$ cat config.mk
export PLATFORM = sky130hd
export DESIGN_NAME = sar_sign_ctrl
export DESIGN_NICKNAME = d
export VERILOG_FILES = /design/src/rtl/sar_pkg.sv /design/src/rtl/sar_seq.sv /design/src/rtl/sar_trial.sv /design/src/rtl/sar_latch.sv /design/src/rtl/sar_sign_ctrl.sv
export SDC_FILE = /design/constraint.sdc
export NUM_CORES = 1
export LEC_CHECK = 0
export ABC_CLOCK_PERIOD_IN_PS = 4700
export BUFFER_PORTS_ARGS = -buffer_cell sky130_fd_sc_hd__clkbuf_2
export CORE_AREA = 2 2 60 62
export CTS_CLUSTER_DIAMETER = 40
export CTS_CLUSTER_SIZE = 30
export DETAILED_ROUTE_END_ITERATION = 8
export DIE_AREA = 0 0 62 64
export GPL_TIMING_DRIVEN = 0
export PLACE_DENSITY_LB_ADDON = 0.15
export SETUP_SLACK_MARGIN = 0.05
export SYNTH_ARGS = -nofsm -noshare
export SYNTH_HDL_FRONTEND = slang
export SYNTH_SLANG_ARGS = --single-unit
$ cat constraint.sdc
create_clock -name clk -period 4.7 [get_ports clk]
set_clock_uncertainty 0.05 [all_clocks]
set_input_delay 0.235 -clock clk [delete_from_list [all_inputs] [get_ports clk]]
set_output_delay 0.235 -clock clk [all_outputs]
set_load 0.03 [all_outputs]
$ cat src/rtl/sar_pkg.sv
package sar_pkg;

    localparam int unsigned DEF_MAG_W = 12;

    typedef enum logic [1:0] {
        PH_IDLE  = 2'd0,
        PH_SIGN  = 2'd1,
        PH_TRIAL = 2'd2
    } phase_e;

    // per-cycle strobes from the sequencer to the datapath
    typedef struct packed {
        logic launch;     // start accepted this cycle
        logic take_sign;  // polarity step in progress
        logic step;       // magnitude trial in progress
        logic finish;     // last trial in progress
    } seq_ctl_t;

    function automatic int unsigned idx_bits(int unsigned n);
        return (n <= 2) ? 1 : $clog2(n);
    endfunction

endpackage

$ cat src/rtl/sar_seq.sv
module sar_seq
    import sar_pkg::*;
#(
    parameter int unsigned MAG_W = DEF_MAG_W,
    parameter int unsigned IDX_W = idx_bits(MAG_W)
) (
    input  logic             clk,
    input  logic             rst,
    input  logic             start_i,
    output seq_ctl_t         ctl_o,
    output logic [IDX_W-1:0] idx_o,
    output logic             gnd_sel_o
);

    localparam logic [IDX_W-1:0] LAST_IDX = IDX_W'(MAG_W - 1);

    phase_e           phase;
    logic [IDX_W-1:0] idx;

    always_ff @(posedge clk) begin
        if (rst) begin
            phase <= PH_IDLE;
            idx   <= '0;
        end else begin
            unique case (phase)
                PH_IDLE:  if (start_i) phase <= PH_SIGN;
                PH_SIGN: begin
                    phase <= PH_TRIAL;
                    idx   <= LAST_IDX;
                end
                PH_TRIAL: begin
                    if (idx == '0) phase <= PH_IDLE;
                    else           idx   <= idx - 1'b1;
                end
                default:  phase <= PH_IDLE;
            endcase
        end
    end

    always_comb begin
        ctl_o.launch    = (phase == PH_IDLE) && start_i;
        ctl_o.take_sign = (phase == PH_SIGN);
        ctl_o.step      = (phase == PH_TRIAL);
        ctl_o.finish    = (phase == PH_TRIAL) && (idx == '0);
    end

    assign idx_o     = idx;
    assign gnd_sel_o = (phase == PH_SIGN);

    // the polarity step always leads into the top trial
    p_sign_to_top_r1: assert property (@(posedge clk) disable iff (rst)
        (phase == PH_SIGN) |=> (phase == PH_TRIAL) && (idx == LAST_IDX));

    // the trial index never leaves the magnitude range
    p_idx_range_r5: assert property (@(posedge clk) disable iff (rst)
        (phase == PH_TRIAL) |-> (idx <= LAST_IDX));

    // a request inside a conversion does not restart it
    p_busy_ignores_r7: assert property (@(posedge clk) disable iff (rst)
        (phase == PH_TRIAL && idx != '0 && start_i) |=> (phase == PH_TRIAL));

endmodule

$ cat src/rtl/sar_trial.sv
module sar_trial #(
    parameter int unsigned MAG_W = 12,
    parameter int unsigned IDX_W = 4
) (
    input  logic             clk,
    input  logic             rst,
    input  logic             launch_i,
    input  logic             take_sign_i,
    input  logic             step_i,
    input  logic             cmp_i,
    input  logic [IDX_W-1:0] idx_i,
    output logic [MAG_W-1:0] code_o,
    output logic [MAG_W-1:0] mag_next_o,
    output logic             sign_o
);

    localparam logic [MAG_W-1:0] TOP_BIT = {1'b1, {(MAG_W-1){1'b0}}};

    logic [MAG_W-1:0] code;
    logic             sign_r;

    // settle the current bit from the comparator, arm the next one
    always_comb begin
        mag_next_o        = code;
        mag_next_o[idx_i] = cmp_i;
        if (idx_i != '0) mag_next_o[idx_i - 1'b1] = 1'b1;
    end

    always_ff @(posedge clk) begin
        if (rst) begin
            code   <= '0;
            sign_r <= 1'b0;
        end else if (launch_i) begin
            code   <= '0;
        end else if (take_sign_i) begin
            sign_r <= ~cmp_i;
            code   <= TOP_BIT;
        end else if (step_i) begin
            code   <= mag_next_o;
        end
    end

    assign code_o = code;
    assign sign_o = sign_r;

    // polarity is taken from the ground comparison
    p_sign_capture_r2: assert property (@(posedge clk) disable iff (rst)
        take_sign_i |=> (sign_o == !$past(cmp_i)));

    // each tried bit ends equal to the comparator decision
    p_keep_bit_r4: assert property (@(posedge clk) disable iff (rst)
        step_i |=> (code_o[$past(idx_i)] == $past(cmp_i)));

endmodule

$ cat src/rtl/sar_latch.sv
module sar_latch #(
    parameter int unsigned MAG_W = 12
) (
    input  logic           clk,
    input  logic           rst,
    input  logic           launch_i,
    input  logic           finish_i,
    input  logic           sign_i,
    input  logic [MAG_W-1:0] mag_i,
    output logic [MAG_W:0] result_o,
    output logic           eoc_o,
    output logic           irq_n_o
);

    always_ff @(posedge clk) begin
        if (rst) begin
            result_o <= '0;
            eoc_o    <= 1'b0;
            irq_n_o  <= 1'b1;
        end else if (launch_i) begin
            eoc_o    <= 1'b0;
            irq_n_o  <= 1'b1;
        end else if (finish_i) begin
            result_o <= {sign_i, mag_i};
            eoc_o    <= 1'b1;
            irq_n_o  <= 1'b0;
        end
    end

    // flags withdrawn on acceptance
    p_launch_flags_r6: assert property (@(posedge clk) disable iff (rst)
        launch_i |=> (!eoc_o && irq_n_o));

    // both completion indications on the finishing edge
    p_done_flags_r5: assert property (@(posedge clk) disable iff (rst)
        finish_i |=> (eoc_o && !irq_n_o));

    // result moves only on completion
    p_hold_result_r7: assert property (@(posedge clk) disable iff (rst)
        !finish_i |=> $stable(result_o));

endmodule

$ cat src/rtl/sar_sign_ctrl.sv
module sar_sign_ctrl
    import sar_pkg::*;
#(
    parameter int unsigned MAG_W = DEF_MAG_W
) (
    input  logic             clk,
    input  logic             rst,
    input  logic             start_i,
    input  logic             cmp_i,
    output logic [MAG_W-1:0] dac_code_o,
    output logic             gnd_sel_o,
    output logic [MAG_W:0]   result_o,
    output logic             irq_n_o,
    output logic             eoc_o
);

    localparam int unsigned      IDX_W   = idx_bits(MAG_W);
    localparam int unsigned      CNT_W   = $clog2(MAG_W + 1) + 1;
    localparam logic [MAG_W-1:0] TOP_BIT = {1'b1, {(MAG_W-1){1'b0}}};

    seq_ctl_t         ctl;
    logic [IDX_W-1:0] idx;
    logic [MAG_W-1:0] mag_next;
    logic             sign_bit;

    sar_seq #(.MAG_W(MAG_W), .IDX_W(IDX_W)) u_seq (
        .clk       (clk),
        .rst       (rst),
        .start_i   (start_i),
        .ctl_o     (ctl),
        .idx_o     (idx),
        .gnd_sel_o (gnd_sel_o)
    );

    sar_trial #(.MAG_W(MAG_W), .IDX_W(IDX_W)) u_trial (
        .clk         (clk),
        .rst         (rst),
        .launch_i    (ctl.launch),
        .take_sign_i (ctl.take_sign),
        .step_i      (ctl.step),
        .cmp_i       (cmp_i),
        .idx_i       (idx),
        .code_o      (dac_code_o),
        .mag_next_o  (mag_next),
        .sign_o      (sign_bit)
    );

    sar_latch #(.MAG_W(MAG_W)) u_latch (
        .clk      (clk),
        .rst      (rst),
        .launch_i (ctl.launch),
        .finish_i (ctl.finish),
        .sign_i   (sign_bit),
        .mag_i    (mag_next),
        .result_o (result_o),
        .eoc_o    (eoc_o),
        .irq_n_o  (irq_n_o)
    );

    // cycles elapsed since the accepting edge, for the latency check
    logic [CNT_W-1:0] lat_cnt;
    always_ff @(posedge clk) begin
        if (rst || ctl.launch) lat_cnt <= '0;
        else if (ctl.take_sign || ctl.step) lat_cnt <= lat_cnt + 1'b1;
    end

    // the DAC is parked at zero during the ground comparison
    p_gnd_zero_r1: assert property (@(posedge clk) disable iff (rst)
        gnd_sel_o |-> (dac_code_o == '0));

    // first magnitude trial is the top bit alone
    p_top_trial_r3: assert property (@(posedge clk) disable iff (rst)
        gnd_sel_o |=> (dac_code_o == TOP_BIT));

    // completion falls on the last of MAG_W trials
    p_latency_r5: assert property (@(posedge clk) disable iff (rst)
        ctl.finish |-> (lat_cnt == CNT_W'(MAG_W)));

    // the two completion outputs stay complementary
    p_flag_pair_r5: assert property (@(posedge clk) disable iff (rst)
        1'b1 |-> (eoc_o != irq_n_o));

endmodule

### After elaboration in Yosys (flattened, before gate mapping)

Cells that the tools add are included.

* muxes and demuxes: 13
* equal/unequal tests: 5
* magnitude comparators: 4
* reductions and logical operators: 14
* bitwise logic cells: 3
* add/subtract/negate cells: 1

Operators with widths (number)
* $mux 12: 3
* $bwmux 12: 1
* $or 12x12->12: 1
* $lt 4x5->1 const B: 2
* $demux 1 s4: 2
* $ge 4x1->1 const B: 2
* $pmux 4 s2: 1
* $reduce_and 2->1: 4
* $ne 2x2->1 const B: 3
* $pmux 2 s3: 1
* $logic_and 1x1->1: 4
* $logic_not 4->1: 1
* $mux 2: 2
* $mux 4: 1
* $reduce_bool 4->1: 1
* $sub 4x1->4 const B: 1
* $reduce_or 3->1: 1
* $eq 2x1->1 const B: 1
* $eq 2x2->1 const B: 1
* $logic_not 2->1: 1
* $mux 1: 2
* $not 1->1: 2
* $reduce_bool 2->1: 1
* $reduce_or 2->1: 1

* word-level logic and storage cells: 48
* input bits: 4
* register bits after elaboration: 34
* output and inout port bits: 28

### Logic depth before layout (Yosys ltp)

Gate-level depths: netlist (run 1).

* depth in word-level cells: 9
* gate-level depth with buffers: 8
* depth with buffers taken out: 6

### By module

From an unflattened synthesis (run 1), not the netlist that was laid out.

* cell total of the unflattened synthesis: 213
* area, all modules: 1964.4 um^2

Modules (own cells, without submodules)
* sar_trial: area an instance 983.4 um^2, cells an instance 115, instances 1, seq. area each 260.2 um^2
* sar_latch: area an instance 669.4 um^2, cells an instance 64, instances 1, seq. area each 300.3 um^2
* sar_seq: area an instance 311.5 um^2, cells an instance 34, instances 1, seq. area each 120.1 um^2

### Least setup slack after synthesis (run 1)

OpenSTA, ideal clock, no wires.

* kind: register -> register
* start: register u_seq.idx[0], in the netlist u_seq.idx_o[0]
* end: register u_latch.result_o[4]
* clock period less this slack: 1837 ps
* library setup time: 128 ps
* data required time: 4522 ps
* setup slack: 2863 ps
* path buffers: 1
* arrival: 1659 ps
* stages on the path, launching flop included: 8
* path through: dfxtp_1 > inv_1 > ha_1 > buf_6 > and3b_4 > a22o_4 > a221oi_2 > a211oi_1

* longest elaborated chain between the ends: 7
* elaborated cells on any way between the ends: 18
* classes of those cells: 1 x add/sub; 4 x order compare; 6 x mux; 1 x bitwise; 6 x reduce/logical

RTL lines
* start: declaration: line sar_seq.sv:18 `logic [IDX_W-1:0] idx;`
* start signal: assignment: line sar_seq.sv:33 `else idx <= idx - 1'b1;`
* $sub 4x1->4, or another cell as far along: line sar_trial.sv:26 `if (idx_i != '0) mag_next_o[idx_i - 1'b1] = 1'b1;`
* $lt 4x5->1 (not written as such), or another cell as far along: line sar_trial.sv:26
* $logic_and 1x1->1 (not written as such) / $mux 1 (equally long branches): line sar_trial.sv:26, sar_trial.sv:25
* $mux 1 (not written as such) / $demux 1 s4 (equally long branches)
* $demux 1 s4 / $bwmux 12 (equally long branches)
* $or 12x12->12 (no line)
* $mux 12: line sar_trial.sv:26
* end signal: assignment: line sar_latch.sv:24 `result_o <= {sign_i, mag_i};`
* end: declaration: line sar_latch.sv:10 `output logic [MAG_W:0] result_o,`

Parallel ways exist; a longest one is shown, timed or not.
A chain may end at the register's enable or synchronous reset.

### Worst setup path after layout (run 1)

* start: register u_seq.idx[0], in the netlist u_seq.idx_o[0]
* end: register u_trial.code[4], in the netlist u_trial.code_o[4]

* longest elaborated chain between the ends: 7
* elaborated cells on any way between the ends: 15
* classes of those cells: 1 x add/sub; 4 x order compare; 6 x mux; 1 x bitwise; 3 x reduce/logical

RTL lines
* $sub 4x1->4, or another cell as far along: line sar_trial.sv:26
* $lt 4x5->1 (not written as such), or another cell as far along: line sar_trial.sv:26
* $logic_and 1x1->1 (not written as such) / $mux 1 (equally long branches): line sar_trial.sv:26, sar_trial.sv:25
* $mux 1 (not written as such) / $demux 1 s4 (equally long branches)
* $demux 1 s4 / $bwmux 12 (equally long branches)
* $or 12x12->12 (no line)
* $mux 12 (*): line sar_trial.sv:26
* end signal: assignment: line sar_trial.sv:39 `code <= mag_next_o;`
* end: declaration: line sar_trial.sv:19 `logic [MAG_W-1:0] code;`

Mark *: on every way between the ends. The rest lies on a longest branch, timed or not.

==> results of run 1 <==
[sequential cells by signal, indices dropped and copies added, names as in the netlist]
signal and cells:
u_latch.eoc_o 1, u_latch.result_o 13, u_seq.idx_o 4, u_trial.code_o 12, u_seq.phase 2, u_trial.sign_o 1, u_latch.irq_n_o 1
[cell usage in the layout (no fill, tap or decap), types with 7 or more instances in the layout]
master / instances
inv_1: 8
clkbuf_2: 32
a211oi_1: 14
nor2_1: 21
a31oi_1: 7
a21oi_1: 9
mux2i_1: 11
ha_1: 9
o21ai_0: 12
dfxtp_1: 34
nand2_1: 14
[critical path: cells and delay by family, from the launching register on]
kind	cells	cell delay [ps]
simple gates	1	200
buf+inv	2	250
compound gates	3	760
flops	1	450
fa+ha+maj	1	220
[cell usage after synthesis, types with 3 or more instances]
| cell type | instances | area (um^2) |
|---|---|---|
| and3_2 | 3 | 22.5 |
| nor2_1 | 21 | 78.8 |
| inv_1 | 8 | 30.0 |
| dfxtp_1 | 34 | 681 |
| mux2i_1 | 11 | 110 |
| a211oi_1 | 14 | 105 |
| nand2_1 | 14 | 52.6 |
| o21ai_0 | 12 | 60.1 |
| a31oi_1 | 7 | 43.8 |
| buf_6 | 3 | 33.8 |
| clkbuf_1 | 5 | 18.8 |
| and2_1 | 6 | 37.5 |
| a21oi_1 | 9 | 45.0 |
| a221oi_2 | 4 | 60.1 |
| nor2b_1 | 4 | 25.0 |
| and3_1 | 3 | 18.8 |
| ha_1 | 9 | 113 |
| a32oi_1 | 4 | 35.0 |
[final cells by class]
class | count | area (um^2)
tap | 46 | 57.6
multi-input combinational | 145 | 1030
buffer | 17 | 153
inverter | 8 | 30.0
clock buffer | 7 | 55.1
clock inverter | 1 | 5.00
timing repair buffer | 31 | 155
sequential | 34 | 681
fill | 284 | 1120
[per-layer routing]
layer	GRT usage, %	wire [um]
met3	6.28	226
met2	36.5	1920
met1	31.7	1920
met4	9.04	48
met5	0	0
[per-stage QoR]
stage / hold WS (ps) / power, mW / instances / instance area, um^2
after floorplan: 302 / 0.771 / 204 / 1900
after global placement: 382 / 0.875 / 281 / 2110
after detailed placement: 389 / 0.882 / 281 / 2110
after CTS: 111 / 1.05 / 289 / 2170
after global routing: 116 / 1.13 / 289 / 2170
final: 113 / 1.05 / 289 / 2170
[report_power, final]
group	internal, mW	switching [mW]	total (mW)
combinational	0.201	0.319	0.521
sequential	0.328	0.0339	0.362
clock	0.0725	0.0979	0.170
[cells by family (layout without fill, tap and decap cells)]
kind of cell,count (synthesis),in the layout,synth area share [%]
and+or+nand+nor,64,64,18.7
AOI/OAI and AO/OA,61,61,24.0
DFF,34,34,35.9
buffers and inverters,25,64,9.64
muxes,11,11,5.81
adders and majority gates,9,9,5.94
[worst max-delay path by stage]
stage / from / end / slack [ps] / depth (start not counted)
floorplan: u_seq.idx_o[0] / u_latch.result_o[4] / 2860 / 7
finish: u_seq.idx_o[0] / u_trial.code_o[4] / 2640 / 7
global placement: u_seq.idx_o[0] / u_trial.code_o[4] / 2670 / 7
global route: u_seq.phase[0] / u_trial.code_o[3] / 2490 / 7
detailed placement: u_seq.idx_o[0] / u_trial.code_o[4] / 2660 / 7
CTS: u_seq.idx_o[0] / u_trial.code_o[4] / 2640 / 7
==> impl_results.rst, run 1 <==
.. list-table::
   :header-rows: 1

   * - Metric
     - Value
   * - Status
     - complete, no violations
   * - Count of hold-fix buffers inserted at cts
     - 0
   * - Final setup violation count
     - 0
   * - Area of the die
     - 3970 um^2
   * - Hold worst-path end
     - u_latch.irq_n_o
   * - Sort of element at the start of the critical path
     - flop
   * - Final Util
     - about two thirds
   * - Power density of the placed cells
     - 485 nW/um^2
   * - Measured slew at the worst slew-check pin
     - 482 ps
   * - Post-CTS setup repair buffer count
     - 0
   * - Achievable frequency
     - ~0.49 GHz
   * - Inserted Clock Buffers
     - 5
   * - Kind of critical path
     - flop to flop
   * - Via total after detailed routing
     - ~1600
   * - Max-slew headroom
     - 67.8%
   * - Worst R2R Start
     - u_seq.idx_o[0]
   * - Share of the cycle needed by the critical path after routing
     - a little over two fifths
   * - Avg Cell Area, Syn
     - 9.29 um^2
   * - Clock input transition at the sequential cells of the worst setup and hold paths
     - about 110 ps
   * - Maximum number of pins on one net before global-route repair
     - 11
   * - Fin nets
     - around 260
   * - Worst setup slack before clock tree synthesis
     - 2660 ps
   * - Setup TNS after final layout
     - 0 ps
   * - Die width
     - 62 um
   * - Initial core utilization
     - 57.7%
   * - Number of design rule violations left after detail routing
     - 0
   * - Synthesized net count
     - 217
   * - Cell leakage power
     - 0.913 nW
   * - Antenna violations before repair
     - 0
   * - Routed Antenna Nets
     - 0
   * - Synth Cell Area
     - 1900 um^2
   * - Slowest Stage Delay on Critical Path
     - 450 ps
   * - Post-DR wirelength/cell
     - 14.3 um
   * - Number of buffers added on ports
     - 31
   * - Height of the die
     - 64 um
   * - Final estimated routing congestion in global placement
     - 0.882
   * - DRT Pass-1 Iters
     - 4
   * - CTS-repair resized insts
     - 0
   * - Clk Tree Root Cell
     - clkbuf_4
   * - Unrepaired setup endpoints after global routing
     - no
   * - DRC marker count from the first detailed-route iteration
     - 72
   * - Antenna cells
     - 0
   * - Element type at the critical path end
     - flop
   * - Standard cell core area
     - around 3300 um^2
   * - Max cap viols
     - 0
   * - Flip-flop and latch count after synthesis
     - 34
   * - Hold depth
     - 3
   * - Proportion of register bits with asynchronous set or reset after synthesis
     - 0%
   * - Dominant synthesized flop cell
     - dfxtp_1
   * - Standard cell with the maximum stage delay on the critical path
     - dfxtp_1
   * - Top-level port count
     - 32
   * - Reg2reg path depth
     - 7
   * - Fraction of the yosys area taken by sequential cells
     - 35.9%
   * - Routed vias/inst
     - 5.56
   * - Wire length of the first global-routing pass
     - 7050 um
   * - Mapped Cells
     - roughly 200
   * - Synth unique cells
     - 43
   * - Path class of the lowest-slack min-delay path
     - input pin to flop
   * - Ratio of cells with drive above 1 in the final layout
     - 27.2%
   * - Cell Rows
     - 21
   * - Hold_sp
     - rst
   * - Final hold vios
     - 0
   * - Total wire length after detailed routing
     - about 4000 um
   * - Number of H-tree levels
     - 2
   * - # clock sinks
     - 34
   * - Clock tree from TritonCTS
     - done
   * - FF-to-FF End
     - u_trial.code_o[4]
   * - Flop-to-flop setup slack
     - around 2600 ps
   * - Final number of max-transition violations
     - 0
   * - Layout-stage area growth over the synthesis result
     - 14.4%
   * - Max Fanout on Critical Path
     - 10
   * - EDFF count, synth
     - 0
   * - Yosys warning count
     - 0
   * - HPWL Detailed
     - 2970 um
   * - Crit path arrival time
     - 2210 ps
   * - Maximum resistive drop on vdd
     - 0.269 mV
   * - Overflow after GRT
     - 0
   * - Final WS setup
     - 2640 ps
   * - Required time of the critical path
     - a little under 5000 ps
   * - Worst path cell trace
     - inv_1 -> ha_1 -> buf_6 -> and3b_4 -> a22o_4 -> a221oi_2 -> a21oi_1
   * - Vias in the first global route
     - around 1500
   * - Minimum period implied by the final worst setup slack
     - about 2000 ps
   * - Deepest clock path buffer count
     - 2
   * - Insertion delay to the later sink of the worst-skew pair
     - approximately 330 ps
   * - Total Routing Usage GR
     - 23.9%
No activity file was read; power rests on OpenSTA's default activity.
==> run 2: changes to the inputs <==
Settings changed: ABC_CLOCK_PERIOD_IN_PS 4700 to 1700, CORE_AREA 2 2 60 62 to 2 2 65 67, DIE_AREA 0 0 62 64 to 0 0 67 69.
Clock period 4.7 ns to 1.7 ns, I/O delays scaled along.
==> run 2 against run 1 <==
Compared with the run above: the run now ends with negative setup slack left; hold slack improved by 6.6 ps; non-clock buffer count rose by 15; sequential share of layout area fell by 3.6 points; routed wire length rose by 18%; first-iteration DRC count rose by 58%; die area rose by 17%; critical endpoint is now u_latch.result_o[4]; critical path type unchanged; combinational power rose to 3.6 times the previous value; cell count rose by 6.2%; design area rose by 14%; register-to-register slack got worse by 2700 ps; count of clock-buffer cells in the layout fell by 2.
==> impl_results.rst, run 2 (synthesis results as in run 1) <==
.. list-table::
   :header-rows: 1

   * - Metric
     - Value
   * - Status
     - finished with violations
   * - Failing checks
     - negative setup slack
   * - Number of buffers added on ports
     - 31 (unchanged)
   * - Switching component of the power
     - 1.46 mW (+220%)
   * - Clock tree from TritonCTS
     - done
   * - Initial core utilization
     - 48.4% (-9.3 points)
   * - Total of fill cells in the finished design
     - 346 (+22%)
   * - Max-slew headroom
     - 67.9% (about the same)
   * - Clk Tree Root Cell
     - clkbuf_8
   * - Die width
     - 67 um (+8.1%)
   * - Number of H-tree levels
     - 2 (unchanged)
   * - Inserted Clock Buffers
     - 5 (unchanged)
   * - Instance count after placement with tap cells included
     - 285 (+1.4%)
   * - Clock input transition at the sequential cells of the worst setup and hold paths
     - 70 ps (-40 ps)
   * - Area taken by flip-flops and latches
     - 688 um^2 (+1.1%)
   * - Power Internal
     - 1.99 mW (+230%)
   * - Sequential share of power
     - 29.2% (-5.2 points)
   * - Final hold vios
     - 0 (unchanged)
   * - Setup TNS after final layout
     - -8.80 ps (-8.80 ps)
   * - Maximum number of pins on one net before global-route repair
     - 11 (unchanged)
   * - Number of design rule violations left after detail routing
     - 0 (unchanged)
   * - Final setup violation count
     - 1 (+1)
   * - Most common cell after layout, fill and taps aside
     - clkbuf_2
   * - Achievable frequency
     - 0.585 GHz (+20%)
   * - Via total after detailed routing
     - 1704 (+6.0%)
   * - Switch share
     - 42.3% (-0.53 points)
   * - Wire length of the first global-routing pass
     - 7800 um (+11%)
   * - Fin nets
     - 270 (+5.9%)
   * - Overflow after GRT
     - 0 (unchanged)
   * - Max Fanout on Critical Path
     - 6 (-4)
   * - Cell Rows
     - 23 (+9.5%)
   * - Final number of max-transition violations
     - 0 (unchanged)
   * - Placement-stage cell area
     - 2130 um^2 (+1.2%)
   * - DRC marker count from the first detailed-route iteration
     - 114 (+58%)
   * - Vias in the first global route
     - 1617 (+6.7%)
   * - Crit path arrival time
     - 1820 ps (-390 ps)
   * - Final estimated routing congestion in global placement
     - 0.789 (-11%)
   * - Hold WS
     - 120 ps (+6.56 ps)
   * - Final WS setup
     - -8.80 ps (-2650 ps)
   * - Total wire length after detailed routing
     - 4880 um (+18%)
   * - Most flops, register
     - u_latch.result_o
   * - Deepest clock path buffer count
     - 2 (unchanged)
   * - Kind of critical path
     - flop to flop
   * - Minimum period implied by the final worst setup slack
     - 1710 ps (-348 ps)
   * - Height of the die
     - 69 um (+7.8%)
   * - Measured slew at the worst slew-check pin
     - 481 ps (-1.00 ps)
   * - # clock sinks
     - 34 (unchanged)
   * - Antenna cells
     - 0 (unchanged)
   * - Layout-stage area growth over the synthesis result
     - 30.5%
   * - Antenna violations before repair
     - 0 (unchanged)
   * - Share of the cycle needed by the critical path after routing
     - 101% (+57 points)
   * - Combinational fraction of design power
     - 54.2% (+4.8 points)
   * - Insertion delay to the later sink of the worst-skew pair
     - 290 ps (-40 ps)
   * - Maximum resistive drop on vdd
     - 0.896 mV (+230%)
   * - Overall Power
     - 3.44 mW (+230%)
   * - Footprint of the multi-input gates
     - 1170 um^2 (+13%)
   * - DRT Pass-1 Iters
     - 4 (unchanged)
   * - Element type at the critical path end
     - flop
   * - Power density of the placed cells
     - 1390 nW/um^2 (+190%)
   * - Post-Layout Inst Area
     - 2470 um^2 (+14%)
   * - Area of the die
     - 4620 um^2 (+17%)
   * - Post-DR wirelength/cell
     - 15.9 um (+11%)
   * - Sort of element at the start of the critical path
     - flop
   * - Top-level port count
     - 32 (unchanged)
   * - Ratio of cells with drive above 1 in the final layout
     - 39.3% (+12 points)
   * - Max cap viols
     - 0 (unchanged)
   * - Routed vias/inst
     - 5.55 (-0.18%)
   * - Count of hold-fix buffers inserted at cts
     - 0 (unchanged)
   * - Cell leakage power
     - 1.02 nW (+12%)
   * - HPWL Detailed
     - 3120 um (+5.0%)
   * - Number of flip-flops in the largest register
     - 13 (unchanged)
   * - Clk pwr share
     - 16.5% (+0.3 points)
   * - Path class of the lowest-slack min-delay path
     - input pin to flop
   * - Standard cell core area
     - 3910 um^2 (+19%)
   * - Total Routing Usage GR
     - 21.7% (-2.2 points)
   * - Routed Antenna Nets
     - 0 (unchanged)
   * - Most used cells in the layout excluding fill and tap cells
     - 33 x clkbuf_2, 32 x dfxtp_1, 20 x nor2_1
   * - Final instance count without filler cells
     - 307 (+6.2%)
   * - Unrepaired setup endpoints after global routing
     - yes
   * - Required time of the critical path
     - 1820 ps (-3030 ps)
run 2: worst max-delay path, stage by stage, from the launching register on:
cell	delay, ps
dfxtp_4	360
inv_4	40
ha_4	170
and3b_4	190
a22o_4	300
a221oi_4	360
a211oi_2	120
run 2: worst paths after layout:
path,from,end,slack (ps),cells after the start
setup / recovery,u_seq.idx_o[1],u_latch.result_o[4],-9,6
setup reg to reg,u_seq.idx_o[1],u_latch.result_o[4],-9,6
hold / removal,rst,u_latch.irq_n_o,120,4
hold reg to reg,u_latch.irq_n_o,u_latch.irq_n_o,400,2
run 2: metal layers:
metal	up-vias	track usage (%)	part of all wire [%]
li1	842	-	-
met1	787	28.9	44
met2	63	35.0	48
met3	12	3.75	5.7
met4	0	7.48	2.3
met5	-	0	0
run 2: final cells by class:
type | count | area share [%]
Sequential cell | 34 | 27.8
Inverter | 8 | 1.42
Buffer | 16 | 6.27
Clock inverter | 2 | 0.405
Multi-Input combinational cell | 145 | 47.3
Timing Repair Buffer | 47 | 11.5
Clock buffer | 5 | 2.78
Tap cell | 50 | 2.53
run 2: per-stage QoR:
stage	setup WS (ps)	utilization (%)
finish	-8.80	63.2
global route	-65.6	63.2
CTS	17.6	60.4
detailed placement	-240	54.5
global placement	-205	54.5
floorplan	46.6	-
run 2: power by group through the flow:
stage	registers (mW)	clock network, mW	logic, mW
after floorplan	1.13	0	1.03
after global placement	1.03	0	1.43
after detailed placement	1.04	0	1.45
after CTS	1.00	0.576	1.69
after global routing	1.02	0.626	2.01
final	1.01	0.570	1.87
run 2: what timing repair did:
action,in CTS,in global routing
cloned,1,1
gates resized for setup,19,18
buffers inserted,12,3
endpoints found under the setup margin,29,28
pin swaps,8,11
==> run 3: changes to the inputs <==
Settings changed: ABC_CLOCK_PERIOD_IN_PS 1700 to 1800, CORE_AREA 2 2 65 67 to 2 2 62 64, DIE_AREA 0 0 67 69 to 0 0 64 66, SKIP_CTS_REPAIR_TIMING set to 1.
Clock period 1.7 ns to 1.8 ns, I/O delays scaled along.
==> run 3 against run 2 <==
Compared with the run above: the flow still finishes with violations (negative setup slack); flip-flop and latch count did not move; register-to-register slack barely moved; non-clock buffer count increased by 2; first-iteration DRC count shrank 60%; total power decreased by 9.4%; design area shrank 1.4%; global-route usage down 0.23 points; count of clock-buffer cells in the layout up 2; hold slack got worse by 56 ps; core utilization grew 5.5 points.
==> impl_results.rst, run 3 (synthesis results as in run 1) <==
.. list-table::
   :header-rows: 1

   * - Metric
     - Value
   * - Status
     - finished with violations
   * - Failing checks
     - negative setup slack
   * - Via total after detailed routing
     - 1659 (-2.6%)
   * - Unrepaired setup endpoints after global routing
     - yes
   * - Path class of the lowest-slack min-delay path
     - input pin to flop
   * - Vias in the first global route
     - 1448 (-10%)
   * - Cell Rows
     - 22 (-4.3%)
   * - Most flops, register
     - u_latch.result_o
   * - Top-level port count
     - 32 (unchanged)
   * - Total wire length after detailed routing
     - 4520 um (-7.4%)
   * - Crit path arrival time
     - 1990 ps (+170 ps)
   * - Element type at the critical path end
     - flop
   * - Achievable frequency
     - 0.549 GHz (-6.1%)
   * - Number of buffers added on ports
     - 31 (unchanged)
   * - Final hold vios
     - 0 (unchanged)
   * - Post-Layout Inst Area
     - 2440 um^2 (-1.4%)
   * - Routed vias/inst
     - 5.39 (-3.0%)
   * - Final Util
     - 68.7% (+5.5 points)
   * - Standard cell core area
     - 3550 um^2 (-9.3%)
   * - Routed Antenna Nets
     - 0 (unchanged)
   * - Worst setup slack before clock tree synthesis
     - -131 ps (+109 ps)
   * - Clk Tree Root Cell
     - clkbuf_4
   * - Wire length of the first global-routing pass
     - 6880 um (-12%)
   * - Overflow after GRT
     - 0 (unchanged)
   * - Cell leakage power
     - 1.01 nW (-0.57%)
   * - Max-slew headroom
     - 66.9% (-1.0 points)
   * - Standard cell with the maximum stage delay on the critical path
     - dfxtp_4
   * - Power density of the placed cells
     - 1280 nW/um^2 (-8.1%)
   * - Maximum number of pins on one net before global-route repair
     - 11 (unchanged)
   * - Share of the cycle needed by the critical path after routing
     - 101% (+0.63 points)
   * - Fin nets
     - 272 (+0.74%)
   * - HPWL Detailed
     - 2980 um (-4.5%)
   * - Most used cells in the layout excluding fill and tap cells
     - 32 x clkbuf_2, 32 x dfxtp_1, 19 x nor2_1
   * - Placement-stage cell area
     - 2110 um^2 (-0.94%)
   * - Final estimated routing congestion in global placement
     - 0.849 (+7.7%)
   * - DRT Pass-1 Iters
     - 4 (unchanged)
   * - Max Fanout on Critical Path
     - 5 (-1)
   * - Insertion delay to the later sink of the worst-skew pair
     - 340 ps (+50 ps)
   * - Slowest Stage Delay on Critical Path
     - 390 ps (+30 ps)
   * - Inserted Clock Buffers
     - 5 (unchanged)
   * - Final number of max-transition violations
     - 0 (unchanged)
   * - Initial core utilization
     - 53.4% (+4.9 points)
   * - Antenna violations before repair
     - 0 (unchanged)
   * - Final setup violation count
     - 1 (unchanged)
   * - Die width
     - 64 um (-4.5%)
   * - Number of flip-flops in the largest register
     - 13 (unchanged)
   * - Final WS setup
     - -20.7 ps (-11.9 ps)
   * - Minimum period implied by the final worst setup slack
     - 1820 ps (+112 ps)
   * - DRC marker count from the first detailed-route iteration
     - 46 (-60%)
   * - Number of design rule violations left after detail routing
     - 0 (unchanged)
   * - Post-DR wirelength/cell
     - 14.7 um (-7.7%)
   * - Antenna cells
     - 0 (unchanged)
   * - Number of H-tree levels
     - 2 (unchanged)
   * - CP top delay family
     - compound AO/OA/AOI/OAI gates
   * - Number of buffers and inverters on the critical path
     - 2 (+1)
   * - # clock sinks
     - 34 (unchanged)
   * - Height of the die
     - 66 um (-4.3%)
   * - Maximum resistive drop on vdd
     - 0.633 mV (-29%)
   * - Area of the die
     - 4220 um^2 (-8.6%)
   * - Kind of critical path
     - flop to flop
   * - Deepest clock path buffer count
     - 2 (unchanged)
   * - Worst path cell trace
     - inv_4 -> ha_4 -> buf_6 -> and3b_4 -> a22o_4 -> a221oi_4 -> a211oi_2
   * - Max cap viols
     - 0 (unchanged)
   * - Ratio of cells with drive above 1 in the final layout
     - 38.8% (-0.45 points)
   * - Instance count after placement with tap cells included
     - 283 (-0.70%)
   * - Measured slew at the worst slew-check pin
     - 496 ps (+15.1 ps)
   * - Sort of element at the start of the critical path
     - flop
   * - Clock input transition at the sequential cells of the worst setup and hold paths
     - 110 ps (+40 ps)
   * - Final instance count without filler cells
     - 308 (+0.33%)
   * - Total Routing Usage GR
     - 21.5% (-0.23 points)
   * - Layout-stage area growth over the synthesis result
     - 28.7%
   * - Required time of the critical path
     - 1970 ps (+150 ps)
   * - Clock tree from TritonCTS
     - done
==> run 3: cell count changes in the layout (fill, tap and decap cells not counted), moves of 2 or more <==
cell | previous run | this run
a211oi_1 | 8 | 12
a211oi_2 | 6 | 2
a32oi_1 | 4 | 2
a32oi_2 | 0 | 2
buf_4 | 13 | 17
buf_6 | 7 | 4
clkbuf_1 | 3 | 5
clkbuf_4 | 1 | 7
clkbuf_8 | 6 | 3
ha_1 | 6 | 8
nor2_2 | 0 | 2
==> run 3: layout make-up <==
type,count,area (um^2)
buffer,17,160
sequential,34,688
tap,48,60.1
fill,272,1110
inverter,8,35.0
clock inverter,1,5.00
timing repair buffer,48,280
multi-input combinational,145,1160
clock buffer,7,55.1
==> run 3: power breakdown <==
group	switching (mW)	leakage, nW	internal (mW)	total [mW]
clock	0.255	0.0353	0.189	0.445
combinational	0.972	0.702	0.748	1.72
sequential	0.0910	0.277	0.866	0.957
total	1.32	1.01	1.80	3.12
==> run 3: metrics by stage <==
step	hold slack [ps]	total power, mW	setup TNS (ps)
2_1_floorplan	157	2.02	0
3_3_place_gp	325	2.30	-1290
3_5_place_dp	326	2.31	-1630
4_1_cts	-30.1	2.75	-1970
5_1_grt	70.0	3.33	-325
6_report	64.3	3.12	-20.7
==> run 3: worst register-to-register path: stages, from the launching register on <==
cell      delay, ps
dfxtp_4         390
inv_4            40
ha_4            160
buf_6           120
and3b_4         180
a22o_4          300
a221oi_4        350
a211oi_2        110
==> run 3: worst paths after layout <==
| path | start | to | slack [ps] | depth (start not counted) |
|---|---|---|---|---|
| max | u_seq.idx_o[1] | u_latch.result_o[7] | -20 | 7 |
| max reg2reg | u_seq.idx_o[1] | u_latch.result_o[7] | -20 | 7 |
| min | rst | u_latch.irq_n_o | 60 | 4 |
| min reg2reg | u_latch.irq_n_o | u_latch.irq_n_o | 400 | 2 |
==> run 3: routing by layer <==
layer  wire [um]  vias up  track usage [%]  part of all wire (%)
li1            -      848                -                     -
met2        2150       30             34.9                    48
met4          78        0             10.1                   1.7
met1        2140      774             26.8                    47
met5           0        -                0                     0
met3         150        7             5.28                   3.3
